--- config.mk ---
export PLATFORM = sky130hd
export DESIGN_NAME = glide_top
export DESIGN_NICKNAME = d
export VERILOG_FILES = /design/src/rtl/glide_pkg.sv /design/src/rtl/glide_cfg.sv /design/src/rtl/glide_chan.sv /design/src/rtl/glide_engine.sv /design/src/rtl/glide_top.sv
export SDC_FILE = /design/constraint.sdc
export NUM_CORES = 1
export LEC_CHECK = 0
export ABC_CLOCK_PERIOD_IN_PS = 8029
export BUFFER_PORTS_ARGS = -buffer_cell sky130_fd_sc_hd__buf_2
export CAP_MARGIN = 20
export CORE_ASPECT_RATIO = 1.5
export CORE_UTILIZATION = 50
export CTS_CLUSTER_SIZE = 16
export DETAILED_ROUTE_END_ITERATION = 6
export GPL_TIMING_DRIVEN = 0
export MAX_ROUTING_LAYER = met4
export PLACE_DENSITY = 0.72
export SYNTH_ARGS = -nofsm -noshare
export SYNTH_HDL_FRONTEND = slang
export SYNTH_SLANG_ARGS = --single-unit
export TNS_END_PERCENT = 30
--- constraint.sdc ---
create_clock -name clk -period 8.03 [get_ports clk]
set_input_delay 0.4015 -clock clk [delete_from_list [all_inputs] [get_ports clk]]
set_output_delay 0.4015 -clock clk [all_outputs]
set_load 0.05 [all_outputs]
--- src/rtl/glide_pkg.sv ---
`timescale 1ns/1ps
// Package: shared types for the divider ramp controller.
// Assumes: two channels only; owner encoded in one bit.
package glide_pkg;

    // Which channel currently holds the ramp engine.
    typedef enum logic {
        OWN_CPU = 1'b0,
        OWN_SRC = 1'b1
    } owner_e;

    // Configuration bits written together in one transaction.
    typedef struct packed {
        logic   cpu_en;
        logic   src_en;
        logic   manual;
        owner_e sel;
    } cfg_t;

endpackage

--- src/rtl/glide_cfg.sv ---
`timescale 1ns/1ps
// Module: glide_cfg
// Holds the enable, ownership-mode and step-interval registers.
// Assumes: writes qualified by wr_stb; values are visible on the next cycle.
// An interval of zero is presented to the engine as one.
module glide_cfg
    import glide_pkg::*;
#(
    parameter int INTV_W   = 16,
    parameter int DEF_INTV = 133
) (
    input  logic              clk,
    input  logic              rst_n,
    input  logic              wr_stb,
    input  logic              cfg_we,
    input  cfg_t              cfg_in,
    input  logic              intv_we,
    input  logic [INTV_W-1:0] intv_in,
    output cfg_t              cfg,
    output logic [INTV_W-1:0] intv_eff
);
    localparam logic [INTV_W-1:0] INTV_RST = INTV_W'(DEF_INTV);

    cfg_t              cfg_q;
    logic [INTV_W-1:0] intv_q;

    // Purpose: capture configuration bits on a qualified write.
    always_ff @(posedge clk) begin
        if (!rst_n) begin
            cfg_q <= '{cpu_en: 1'b0, src_en: 1'b0, manual: 1'b0, sel: OWN_CPU};
        end else if (wr_stb && cfg_we) begin
            cfg_q <= cfg_in;
        end
    end

    // Purpose: capture the step interval on a qualified write.
    always_ff @(posedge clk) begin
        if (!rst_n) begin
            intv_q <= INTV_RST;
        end else if (wr_stb && intv_we) begin
            intv_q <= intv_in;
        end
    end

    // Purpose: clamp a zero interval to one cycle.
    always_comb begin
        intv_eff = (intv_q == '0) ? INTV_W'(1) : intv_q;
    end

    assign cfg = cfg_q;

endmodule

--- src/rtl/glide_chan.sv ---
`timescale 1ns/1ps
// Module: glide_chan
// One synthesizer channel: live N register (jump or +/-1 step), optional
// programmable M register, and the enable mux toward default dividers.
// Assumes: jump and step never asserted together (engine guarantees it).
module glide_chan #(
    parameter int N_W   = 9,
    parameter int M_W   = 7,
    parameter bit HAS_M = 1'b1,
    parameter int DEF_N = 100,
    parameter int DEF_M = 12
) (
    input  logic           clk,
    input  logic           rst_n,
    input  logic           en,
    input  logic           jump,
    input  logic [N_W-1:0] jump_val,
    input  logic           m_load,
    input  logic [M_W-1:0] m_val,
    input  logic           step_up,
    input  logic           step_dn,
    output logic [N_W-1:0] cur_n,
    output logic [M_W-1:0] cur_m,
    output logic [N_W-1:0] live_n,
    output logic [M_W-1:0] live_m
);
    localparam logic [N_W-1:0] N_DEFAULT = N_W'(DEF_N);
    localparam logic [M_W-1:0] M_DEFAULT = M_W'(DEF_M);

    logic [N_W-1:0] n_q;

    // Purpose: live N register; jump loads directly, steps move by one.
    always_ff @(posedge clk) begin
        if (!rst_n) begin
            n_q <= '0;
        end else if (jump) begin
            n_q <= jump_val;
        end else if (step_up) begin
            n_q <= n_q + 1'b1;
        end else if (step_dn) begin
            n_q <= n_q - 1'b1;
        end
    end

    generate
        if (HAS_M) begin : g_prog_m
            logic [M_W-1:0] m_q;

            // Purpose: programmable M, loaded without any ramp.
            always_ff @(posedge clk) begin
                if (!rst_n) begin
                    m_q <= '0;
                end else if (m_load) begin
                    m_q <= m_val;
                end
            end

            assign cur_m  = m_q;
            assign live_m = en ? m_q : M_DEFAULT;
        end else begin : g_fixed_m
            logic unused_m_inputs;
            assign unused_m_inputs = m_load ^ (^m_val);
            assign cur_m  = M_DEFAULT;
            assign live_m = M_DEFAULT;
        end
    endgenerate

    assign cur_n  = n_q;
    assign live_n = en ? n_q : N_DEFAULT;

endmodule

--- src/rtl/glide_engine.sv ---
`timescale 1ns/1ps
// Module: glide_engine
// The single shared ramp engine. Decides per transaction which channel
// ramps and which jumps, holds the target of the owner, and issues
// +/-1 step strobes each time the interval counter expires.
// Assumes: intv >= 1; CPU is the first channel of a transaction.
module glide_engine
    import glide_pkg::*;
#(
    parameter int N_W    = 9,
    parameter int INTV_W = 16
) (
    input  logic              clk,
    input  logic              rst_n,
    input  logic              manual,
    input  owner_e            sel,
    input  logic [INTV_W-1:0] intv,
    input  logic              req_cpu,
    input  logic              req_src,
    input  logic [N_W-1:0]    val_cpu,
    input  logic [N_W-1:0]    val_src,
    input  logic [N_W-1:0]    cur_cpu,
    input  logic [N_W-1:0]    cur_src,
    output logic              jump_cpu,
    output logic              jump_src,
    output logic              step_cpu_up,
    output logic              step_cpu_dn,
    output logic              step_src_up,
    output logic              step_src_dn,
    output owner_e            owner,
    output logic              busy
);
    owner_e            own_q;
    owner_e            eff_own;
    owner_e            acc_own;
    logic              busy_q;
    logic [N_W-1:0]    tgt_q;
    logic [INTV_W-1:0] cnt_q;
    logic              ramp_cpu;
    logic              ramp_src;
    logic              ramp_any;
    logic [N_W-1:0]    new_tgt;
    logic [N_W-1:0]    req_cur;
    logic [N_W-1:0]    own_cur;
    logic [N_W-1:0]    nxt_cur;
    logic              step_now;
    logic              dir_up;

    // Purpose: pick the channel that may ramp in this transaction.
    always_comb begin
        if (busy_q) begin
            eff_own = own_q;
        end else if (manual) begin
            eff_own = sel;
        end else if (req_cpu) begin
            eff_own = OWN_CPU;
        end else begin
            eff_own = OWN_SRC;
        end
    end

    // Purpose: split each request into ramp (owner) or jump (non-owner).
    always_comb begin
        ramp_cpu = req_cpu && (eff_own == OWN_CPU);
        ramp_src = req_src && (eff_own == OWN_SRC);
        ramp_any = ramp_cpu || ramp_src;
        jump_cpu = req_cpu && !ramp_cpu;
        jump_src = req_src && !ramp_src;
        acc_own  = ramp_cpu ? OWN_CPU : OWN_SRC;
        new_tgt  = ramp_cpu ? val_cpu : val_src;
        req_cur  = ramp_cpu ? cur_cpu : cur_src;
    end

    // Purpose: step timing and direction toward the held target.
    always_comb begin
        own_cur  = (own_q == OWN_SRC) ? cur_src : cur_cpu;
        dir_up   = tgt_q > own_cur;
        step_now = busy_q && !ramp_any && (cnt_q >= intv - 1'b1);
        nxt_cur  = dir_up ? own_cur + 1'b1 : own_cur - 1'b1;
    end

    // Purpose: route the step strobe to the owning channel.
    always_comb begin
        step_cpu_up = step_now && dir_up  && (own_q == OWN_CPU);
        step_cpu_dn = step_now && !dir_up && (own_q == OWN_CPU);
        step_src_up = step_now && dir_up  && (own_q == OWN_SRC);
        step_src_dn = step_now && !dir_up && (own_q == OWN_SRC);
    end

    // Purpose: owner, target, busy flag and interval counter.
    always_ff @(posedge clk) begin
        if (!rst_n) begin
            own_q  <= OWN_CPU;
            busy_q <= 1'b0;
            tgt_q  <= '0;
            cnt_q  <= '0;
        end else if (ramp_any) begin
            own_q  <= acc_own;
            tgt_q  <= new_tgt;
            busy_q <= (new_tgt != req_cur);
            cnt_q  <= '0;
        end else if (busy_q) begin
            if (step_now) begin
                cnt_q <= '0;
                if (nxt_cur == tgt_q) begin
                    busy_q <= 1'b0;
                end
            end else begin
                cnt_q <= cnt_q + 1'b1;
            end
        end else if (manual) begin
            own_q <= sel;
        end
    end

    assign owner = own_q;
    assign busy  = busy_q;

endmodule

--- src/rtl/glide_top.sv ---
`timescale 1ns/1ps
// Module: glide_top
// Smooth divider ramp controller for a CPU and a SRC synthesizer channel
// sharing one ramp engine. Register writes arrive as one-cycle transactions.
// Assumes: synchronous active-low reset; the SRC M is a fixed parameter.
module glide_top
    import glide_pkg::*;
#(
    parameter int N_W       = 9,
    parameter int M_W       = 7,
    parameter int INTV_W    = 16,
    parameter int DEF_INTV  = 133,
    parameter int CPU_DEF_N = 100,
    parameter int CPU_DEF_M = 12,
    parameter int SRC_DEF_N = 50,
    parameter int SRC_FIX_M = 24
) (
    input  logic              clk,
    input  logic              rst_n,
    input  logic              wr_stb,
    input  logic              wr_cpu_n_we,
    input  logic [N_W-1:0]    wr_cpu_n,
    input  logic              wr_cpu_m_we,
    input  logic [M_W-1:0]    wr_cpu_m,
    input  logic              wr_src_n_we,
    input  logic [N_W-1:0]    wr_src_n,
    input  logic              wr_cfg_we,
    input  logic              wr_cpu_en,
    input  logic              wr_src_en,
    input  logic              wr_manual,
    input  logic              wr_sel,
    input  logic              wr_intv_we,
    input  logic [INTV_W-1:0] wr_intv,
    output logic [N_W-1:0]    cpu_n,
    output logic [M_W-1:0]    cpu_m,
    output logic [N_W-1:0]    src_n,
    output logic [M_W-1:0]    src_m,
    output logic              busy
);
    cfg_t              cfg_in;
    cfg_t              cfg;
    logic [INTV_W-1:0] intv_eff;
    logic              req_cpu;
    logic              req_src;
    logic              m_load;
    logic              jump_cpu;
    logic              jump_src;
    logic              step_cpu_up;
    logic              step_cpu_dn;
    logic              step_src_up;
    logic              step_src_dn;
    owner_e            owner;
    logic [N_W-1:0]    cpu_cur;
    logic [N_W-1:0]    src_cur;
    logic [M_W-1:0]    cpu_m_raw;
    logic [M_W-1:0]    src_m_raw;

    // Purpose: qualify transaction fields; M only rides along with N.
    always_comb begin
        cfg_in  = '{cpu_en: wr_cpu_en, src_en: wr_src_en, manual: wr_manual,
                    sel: owner_e'(wr_sel)};
        req_cpu = wr_stb && wr_cpu_n_we;
        req_src = wr_stb && wr_src_n_we;
        m_load  = req_cpu && wr_cpu_m_we;
    end

    glide_cfg #(
        .INTV_W   (INTV_W),
        .DEF_INTV (DEF_INTV)
    ) u_cfg (
        .clk      (clk),
        .rst_n    (rst_n),
        .wr_stb   (wr_stb),
        .cfg_we   (wr_cfg_we),
        .cfg_in   (cfg_in),
        .intv_we  (wr_intv_we),
        .intv_in  (wr_intv),
        .cfg      (cfg),
        .intv_eff (intv_eff)
    );

    glide_engine #(
        .N_W    (N_W),
        .INTV_W (INTV_W)
    ) u_engine (
        .clk         (clk),
        .rst_n       (rst_n),
        .manual      (cfg.manual),
        .sel         (cfg.sel),
        .intv        (intv_eff),
        .req_cpu     (req_cpu),
        .req_src     (req_src),
        .val_cpu     (wr_cpu_n),
        .val_src     (wr_src_n),
        .cur_cpu     (cpu_cur),
        .cur_src     (src_cur),
        .jump_cpu    (jump_cpu),
        .jump_src    (jump_src),
        .step_cpu_up (step_cpu_up),
        .step_cpu_dn (step_cpu_dn),
        .step_src_up (step_src_up),
        .step_src_dn (step_src_dn),
        .owner       (owner),
        .busy        (busy)
    );

    glide_chan #(
        .N_W   (N_W),
        .M_W   (M_W),
        .HAS_M (1'b1),
        .DEF_N (CPU_DEF_N),
        .DEF_M (CPU_DEF_M)
    ) u_cpu (
        .clk      (clk),
        .rst_n    (rst_n),
        .en       (cfg.cpu_en),
        .jump     (jump_cpu),
        .jump_val (wr_cpu_n),
        .m_load   (m_load),
        .m_val    (wr_cpu_m),
        .step_up  (step_cpu_up),
        .step_dn  (step_cpu_dn),
        .cur_n    (cpu_cur),
        .cur_m    (cpu_m_raw),
        .live_n   (cpu_n),
        .live_m   (cpu_m)
    );

    glide_chan #(
        .N_W   (N_W),
        .M_W   (M_W),
        .HAS_M (1'b0),
        .DEF_N (SRC_DEF_N),
        .DEF_M (SRC_FIX_M)
    ) u_src (
        .clk      (clk),
        .rst_n    (rst_n),
        .en       (cfg.src_en),
        .jump     (jump_src),
        .jump_val (wr_src_n),
        .m_load   (1'b0),
        .m_val    ('0),
        .step_up  (step_src_up),
        .step_dn  (step_src_dn),
        .cur_n    (src_cur),
        .cur_m    (src_m_raw),
        .live_n   (src_n),
        .live_m   (src_m)
    );

endmodule

# Yosys cells after proc, flatten, opt, wreduce, memory -nomap -nowiden
# Index checks and enable logic that the tools add are counted.
word_totals:
  wordCells: 82
  ff_bits: 72
classes:
  n_bitwise: 3
  n_eq_ne: 3
  magnitude_cmp: 2
  addsub: 8
  muxes: 26
  reduce_logical: 28
op_table:
  columns: ["cell", "count"]
  rows:
  - ["$mux W9", 12]
  - ["$mux W16", 2]
  - ["$add A9 B1 Y9 const B", 3]
  - ["$sub A9 B1 Y9 const B", 3]
  - ["$logic_and A1 B1 Y1", 17]
  - ["$add A16 B1 Y16 const B", 1]
  - ["$ge A16 B16 Y1", 1]
  - ["$logic_not A16 Y1", 1]
  - ["$sub A16 B1 Y16 const B", 1]
  - ["$mux W1", 11]
  - ["$eq A9 B9 Y1", 1]
  - ["$gt A9 B9 Y1", 1]
  - ["$ne A9 B9 Y1", 1]
  - ["$mux W7", 1]
  - ["$reduce_bool A3 Y1", 2]
  - ["$logic_not A1 Y1", 4]
  - ["$not A1 Y1", 3]
  - ["$ne A2 B2 Y1 const B", 1]
  - ["$reduce_and A2 Y1", 1]
  - ["$reduce_bool A2 Y1", 1]
  - ["$reduce_or A2 Y1", 1]
  - ["$logic_or A1 B1 Y1", 1]

# Longest topological paths before layout
# Gate-level depths: netlist (run 1).
logic_depth:
  ltp_word: 15
  ltp_mapped: 28
  ltp_nobuf: 27

# By module
# Synthesis (run 1) repeated with hierarchy kept, for this count alone.
hier_totals:
  hier_cells: 705
  area_unflattened_um2: 5778.0
modules_own_cells:
  columns: ["module", "instances", "area_each_um2", "cells_each"]
  rows:
  - ["glide_engine", 1, 2775.2, 344]
  - ["glide_chan (u_cpu)", 1, 1058.5, 128]
  - ["glide_cfg", 1, 967.2, 109]
  - ["glide_chan (u_src)", 1, 953.4, 120]
  - ["glide_top", 1, 23.8, 4]

# Least setup slack after synthesis (run 1)
# Ideal clock, no wire load.
synth_path:
  path_kind: "reg-to-reg"
  start: "register u_cfg.intv_q[4]"
  end: "register u_src.n_q[8] (netlist: u_src.cur_n[8])"
  path_buffers: 1
  path_stages_with_launch: 28
  setup_ps: 79
  arrival_ps: 5901
  required_ps: 7951
  setup_slack_ps: 2050
  cell_sequence: "dfxtp_1 -> or4_4 -> nor4_4 -> nand2_2 -> or3_4 -> or3_4 -> nor2_2 -> nor2_1 -> ha_1 -> nand2_1 -> nor4_1 -> xnor2_1 -> ha_1 -> nand3_1 -> nor4_1 -> o211ai_1 -> a31oi_1 -> and2_1 -> buf_2 -> nand2_1 -> fa_1 -> a21oi_1 -> o21ai_1 -> or4_1 -> a31oi_1 -> xor2_1 -> nand4b_1 -> o211ai_1"
synth_between:
  elab_chain_cells: 9
  word_cells_on_any_way: 12
  classes_between: "add/sub (1); order compare (1); mux (3); reduce/logical (7)"
synth_lines:
  columns: ["item", "line", "text"]
  rows:
  - ["start, declared", "glide_cfg.sv:25", "logic [INTV_W-1:0] intv_q;"]
  - ["start signal, assigned", "glide_cfg.sv:41", "intv_q <= intv_in;"]
  - ["$logic_not A16 Y1", "glide_cfg.sv:47", "intv_eff = (intv_q == '0) ? INTV_W'(1) : intv_q;"]
  - ["$mux W16 *", "glide_cfg.sv:47", null]
  - ["$sub A16 B1 Y16 *", "glide_engine.sv:78", "step_now = busy_q && !ramp_any && (cnt_q >= intv - 1'b1);"]
  - ["$ge A16 B16 Y1 *", "glide_engine.sv:78", null]
  - ["$logic_and A1 B1 Y1 *", "glide_engine.sv:78", null]
  - ["$logic_and A1 B1 Y1 (2 in series)", "glide_engine.sv:86", "step_src_up = step_now && dir_up && (own_q == OWN_SRC);"]
  - ["$mux W9", "glide_chan.sv:38", "end else if (step_up) begin"]
  - ["$mux W9", "glide_chan.sv:36", "end else if (jump) begin"]
  - ["end signal, assigned", "glide_chan.sv:37", "n_q <= jump_val;"]
  - ["end signal, assigned", "glide_chan.sv:39", "n_q <= n_q + 1'b1;"]
  - ["end signal, assigned", "glide_chan.sv:41", "n_q <= n_q - 1'b1;"]
  - ["end, declared", "glide_chan.sv:30", "logic [N_W-1:0] n_q;"]
# Mark *: on every way between the ends. The rest lies on a longest branch, timed or not.
# A chain may end at the register's enable or synchronous reset.

# Final worst setup path (run 1)
# Ends and elaborated chain as after synthesis.

==> qor.yml, run 1 <==
status: "finished clean"
dieArea_mm2: 0.0111
clock_latency_ns: 0.34
sw_frac_of_total_pct: 33.2
cpMostUsedCell: "nand2_1"
grt_pass1_wl_um: 23700
leakage_uw: 0.00267
drtIter0Drc: 237
grt_pass1_vias: 5077
clockBufferDepth: 2
multi_input_area_mm2: 0.00371
finClkSkew_ns: 0.00776
start_util_pct: 52.2
grt_max_degree: 16
grt-ovfl-total: 0
gp_congestion: 0.962
seqPwrFrac_pct: 35.3
crit_path_end_kind: "flop"
ys_top_cells_by_count: "99 x nand2_1, 72 x dfxtp_1, 48 x ha_1"
critPathLaunchType: "flop"
slowest_delay_ns: 0.75
cts_hold_buf: 0
worstMarginPinSlew_ns: 0.952
p_per_area_mw_per_mm2: 179
p_total_uw: 1120
cp_max_fo: 10
avgSynthCellArea_um2: 8.09
hold_viol: 0
die_h_um: 129
crit_path_top_delay_cell: "a31oi_1"
fill_cells: 962
synth-edff-count: 0
max_cap_viol_count: 0
synth_cell_type_count: 57
pwr-share-clk_pct: 37.6
cts_setup_buffers: 0
synth_seq_area_share_pct: 27.0
vias: 5126
die_w_um: 86.4
htreeDepth: 3
crit_arrival_ns: 7.48
drc: 0
netlist_top_cells_area: "dfxtp_1 27%, ha_1 11%, nand2_1 7.0%"
port_buffers: 78
synth_top_flop_cell: "dfxtp_1"
wire_per_inst_um: 16.4
ys_warn_count: 0
final_nets: 859
ant_nets: 0
cts_tree: "built"
min_path_type: "input port to flop"
rows: 45
synthCells: 661
synth-seq-cells: 72
pin_count: 86
period_minus_slack_ns: 7.21
core_mm2: 0.0102
antenna_found_initial: 0
yosys.area.top_type: "dfxtp_1"
syn_to_final_growth_pct: 16.8
ctsResizeCount: 0
p_sw_uw: 372
maxSlewHeadroom_pct: 36.3
netlist_area_mm2: 0.00535
clock_sinks: 72
drive_gt1_share_pct: 14.9
regArea_mm2: 0.00144
dpl.hpwl_um: 11800
slew_viol_final: 0
synthArstFlopShare_pct: 0
ir_worst_vdd_mv: 0.111
fmax_mhz: 139
cts_root_buf: "clkbuf_16"
yosys.cell_count.top_type: "nand2_1"
path_clk_slew_ns: 0.06
setup.worst_path.class: "flop to flop"
p_int_uw: 748
num_antenna_cells: 0
finalSetupViolations: 0
grt_usage_pct: 28.4
finalCritPeriodShare_pct: 89.8
synth_top_area_share_pct: 27.0
p_comb_share_pct: 27.1
rsz0062_at_grt: "no"
tns_ns: 0
wl_um: 14800
required_ns: 8.29
drt_pre_antenna_iters: 5
via_per_inst: 5.69
cts_made_buffers: 9
## path summary, 6_finish.rpt
kind / slack [ns] / from / cells after the start / to
setup reg to reg: 0.82 / u_cfg.intv_q[4]$_SDFFE_PN0P_ / 28 / u_src.cur_n[8]$_SDFFE_PN0P_
hold / removal: 0.28 / wr_intv[0] / 3 / u_cfg.intv_q[0]$_SDFFE_PN1P_
hold reg to reg: 0.49 / u_cfg.cfg[0]$_SDFFE_PN0P_ / 2 / u_cfg.cfg[0]$_SDFFE_PN0P_
setup / recovery: 0.82 / u_cfg.intv_q[4]$_SDFFE_PN0P_ / 28 / u_src.cur_n[8]$_SDFFE_PN0P_
## state kept, by name (all words and copies together), names as in the netlist
register	flops
u_cfg.cfg	4
u_cpu.cur_m	7
u_engine.busy	1
u_engine.cnt_q	16
u_cfg.intv_q	16
u_cpu.cur_n	9
u_engine.owner	1
u_src.cur_n	9
u_engine.tgt_q	9
## stage by stage
stage / hold WS (ns) / cells / util, % / instance area (um2) / setup WS [ns]
final: 0.280 / 901 / 60.9 / 6240 / 0.816
after global routing: 0.288 / 901 / 60.9 / 6240 / 0.337
after CTS: 0.275 / 901 / 60.9 / 6240 / 0.809
after detailed placement: 0.479 / 885 / 57.9 / 5930 / 0.848
after global placement: 0.470 / 885 / 57.9 / 5930 / 0.952
after floorplan: 0.450 / 666 / - / 5360 / 2.05
## layer usage
metal | GRT usage (%) | share of wire [%] | vias to the layer above
li1 | - | - | 2513
met1 | 28.6 | 38 | 2422
met2 | 51.0 | 53 | 145
met3 | 3.14 | 3.5 | 46
met4 | 18.8 | 5.0 | 0
met5 | - | 0 | -
## cells by family after synthesis
logic type,Yosys count,share of synthesized area (%)
other,2,0.141
XOR/XNOR,69,11.3
adder cells (fa/ha/maj),51,12.4
AO/OA/AOI/OAI,142,17.8
flip-flops,72,27.0
AND/OR/NAND/NOR,255,23.5
buffers and inverters,49,4.00
multiplexers,21,3.93
## critical path: cells and delay by family, from the launching register on
kind	cells	cell delay [ns]
buf+inv	1	0.23
xor+xnor	2	0.37
compound gates	6	1.56
simple gates	16	3.57
fa+ha+maj	3	1.03
flops	1	0.38
## cells in the final DEF, fill, tap and decap left out, drive strengths merged, types with 2 or more instances in the layout
| master | count |
|---|---|
| fa | 3 |
| a21boi | 29 |
| o21ai | 21 |
| a311oi | 8 |
| o21a | 6 |
| a211oi | 3 |
| a21o | 4 |
| nor2b | 8 |
| nor4 | 7 |
| and2 | 20 |
| nand2b | 17 |
| nand3 | 15 |
| xnor2 | 31 |
| or4 | 3 |
| o21bai | 2 |
| a22oi | 15 |
| clkinvlp | 2 |
| nor3 | 9 |
| a31oi | 9 |
| o211ai | 4 |
| xor2 | 38 |
| nand4 | 12 |
| mux2i | 21 |
| nand4b | 2 |
| conb | 7 |
| buf | 89 |
| clkbuf | 28 |
| and3 | 6 |
| nand2 | 100 |
| a21oi | 31 |
| inv | 23 |
| nand3b | 3 |
| or3 | 4 |
| o31ai | 2 |
| ha | 48 |
| nor2 | 47 |
| dfxtp | 72 |
## power groups by stage
stage | logic, uW | clock network [uW] | registers, uW
after floorplan | 230 | 0 | 396
after global placement | 292 | 0 | 403
after detailed placement | 300 | 0 | 403
after CTS | 301 | 426 | 395
after global routing | 335 | 441 | 397
final | 303 | 421 | 395
## cell type report
type,count,share of cell area [%]
Tap cell,141,2.83
Buffer,30,2.29
Sequential cell,72,23.1
Clock buffer,9,3.61
Multi-Input combinational cell,545,59.4
Clock inverter,7,1.36
Inverter,19,1.14
Timing Repair Buffer,78,6.26
Power figures use the tool's default switching activity.
==> inputs of run 2 (changes only) <==
ABC_CLOCK_PERIOD_IN_PS = 8400   (was 8029)
PLACE_DENSITY = 0.71   (was 0.72)
SYNTH_HIERARCHICAL = 1   (was unset)
clock period = 8.4 ns   (was 8.03 ns; I/O delays follow)
==> run 2 against run 1 <==
Against the previous run: register-to-register slack improved by 2.0 ns; highest routed layer unchanged; global-route usage fell by 0.86 points; sequential share of layout area fell by 1.5 points; routed wire length rose by 2.7%; combinational power rose by 48%; cell count rose by 4.7%; worst setup slack improved by 2.0 ns; via count rose by 6.0%; total power rose by 15%; critical path depth fell by 7.
==> qor.yml, run 2 <==
r2r_slack_ns: 2.84
clockBufferDepth: 2
cts_setup_buffers: 0
p_comb_share_pct: 34.8
syn_to_final_growth_pct: 16.4
crit_arrival_ns: 5.83
final_cells: 943
postLayoutCoreUtil_pct: 59.9
min_path_type: "input port to flop"
reg2reg_from: "u_cfg/intv_q[8]$_SDFFE_PN0P_"
worstMarginPinSlew_ns: 0.580
grt_usage_pct: 27.5
dieArea_mm2: 0.0119
cts_tree: "built"
gp_congestion: 0.946
worst_hold_path.endpoint: "u_cpu/cur_m[5]$_SDFFE_PN0P_"
netlist_area_mm2: 0.00572
drc: 0
pwr-share-clk_pct: 34.1
final_common_cell: "buf_2"
tns_ns: 0
drive_gt1_share_pct: 16.1
min_from: "wr_cpu_m[5]"
critPathTopFamily: "simple AND/OR/NAND/NOR gates"
port_buffers: 78
rows: 47
path_clk_slew_ns: 0.06
wire_per_inst_um: 16.1
wl_um: 15200
regArea_mm2: 0.00144
finalCritPeriodShare_pct: 66.2
multi_input_area_mm2: 0.00396
slew_viol_final: 0
finalSetupViolations: 0
crit_path_top_delay_cell: "nor4_1"
grt-ovfl-total: 0
clock_latency_ns: 0.34
final_nets: 895
htreeDepth: 3
cts_hold_buf: 0
start_util_pct: 51.5
die_w_um: 89.3
dp_cells: 927
cts_made_buffers: 9
status: "finished clean"
num_antenna_cells: 0
path_cells: "nor3_1 > a41o_1 > nor3_1 > nand2b_1 > nor4_1 > nand2_1 > xor2_1 > ha_1 > and3_1 > a221oi_2 > o211ai_1 > a221o_1 > and2_1 > and3_1 > inv_1 > ha_1 > a21oi_1 > o211ai_2 > o21a_1 > or3_1 > a21oi_1"
fill_cells: 1009
critical_path_buf_inv_count: 1
setup.worst_path.class: "flop to flop"
ant_nets: 0
sw_frac_of_total_pct: 34.1
max_cap_viol_count: 0
maxSlewHeadroom_pct: 61.0
synthCells: 697
p_per_area_mw_per_mm2: 193
ctsResizeCount: 0
grt_max_degree: 15
leakage_uw: 0.00307
pin_count: 86
antenna_found_initial: 0
rsz0062_at_grt: "no"
critPathLaunchType: "flop"
dpl.hpwl_um: 12000
ys_warn_count: 6
vias: 5433
drt_pre_antenna_iters: 7
hold_viol: 0
top_regs: "u_cfg/intv_q x16, u_engine/cnt_q x16"
p_sw_uw: 440
period_minus_slack_ns: 5.56
die_h_um: 133
r2r_cells: 21
clock_sinks: 72
cts_root_buf: "clkbuf_16"
crit_path_end_kind: "flop"
avgSynthCellArea_um2: 8.21
seqPwrFrac_pct: 31.1
whs_path_depth: 3
via_per_inst: 5.76
drtIter0Drc: 217
fmax_mhz: 180
finClkSkew_ns: 0.00761
core_mm2: 0.0111
cp_max_fo: 9
grt_pass1_vias: 5411
p_int_uw: 849
slowest_delay_ns: 0.46
timing.rr.end: "u_cpu/cur_n[5]$_SDFFE_PN0P_"
ir_worst_vdd_mv: 0.109
grt_pass1_wl_um: 24900
final_cell_mix: "86 x buf_2, 72 x dfxtp_1, 48 x ha_1"
required_ns: 8.67
[run 2: area by class of cell]
type / count / area share, %
Tap cell: 147 / 2.76
Multi-Input combinational cell: 557 / 59.4
Buffer: 50 / 3.83
Sequential cell: 72 / 21.6
Clock buffer: 9 / 3.38
Clock inverter: 7 / 1.80
Timing Repair Buffer: 78 / 5.86
Inverter: 23 / 1.30
[run 2: worst max-delay path by stage]
stage | cells past startpoint | from | end | slack, ns
finish | 21 | u_cfg/intv_q[8]$_SDFFE_PN0P_ | u_cpu/cur_n[5]$_SDFFE_PN0P_ | 2.84
global route | 21 | u_cfg/intv_q[8]$_SDFFE_PN0P_ | u_cpu/cur_n[5]$_SDFFE_PN0P_ | 2.40
CTS | 21 | u_cfg/intv_q[8]$_SDFFE_PN0P_ | u_cpu/cur_n[5]$_SDFFE_PN0P_ | 2.90
detailed placement | 21 | u_cfg/intv_q[8]$_SDFFE_PN0P_ | u_cpu/cur_n[5]$_SDFFE_PN0P_ | 2.94
global placement | 21 | u_cfg/intv_q[3]$_SDFFE_PN0P_ | u_cpu/cur_n[5]$_SDFFE_PN0P_ | 3.02
floorplan | 23 | u_cfg/intv_q[7]$_SDFFE_PN1P_ | u_cpu/cur_n[5]$_SDFFE_PN0P_ | 3.68
[run 2: routing by layer]
layer	vias to the layer above	wire [um]	track usage (%)
met5	-	0	-
met4	0	508	12.3
met3	36	610	4.12
met2	170	8200	49.7
met1	2571	5870	28.4
li1	2656	-	-
[run 2: power by group through the flow]
stage | Clock [uW] | Combinational (uW) | Sequential [uW]
floorplan | 0 | 344 | 400
global placement | 0 | 427 | 407
detailed placement | 0 | 442 | 407
CTS | 445 | 445 | 400
global route | 459 | 491 | 403
finish | 440 | 448 | 400
[run 2: per-stage QoR]
stage	cell area [um2]	hold WS [ns]	worst slack (ns)	total power, uW
global route	6660	0.343	2.40	1350
floorplan	5740	0.451	3.68	744
finish	6660	0.327	2.84	1290
CTS	6660	0.322	2.90	1290
detailed placement	6310	0.478	2.94	849
global placement	6310	0.468	3.02	834
[run 2: tightest hold or removal path: cells and delay by family]
family	cells	cell delay (ns)
multiplexers	1	0.06
buffers and inverters	1	0.08
AND/OR/NAND/NOR	1	0.07
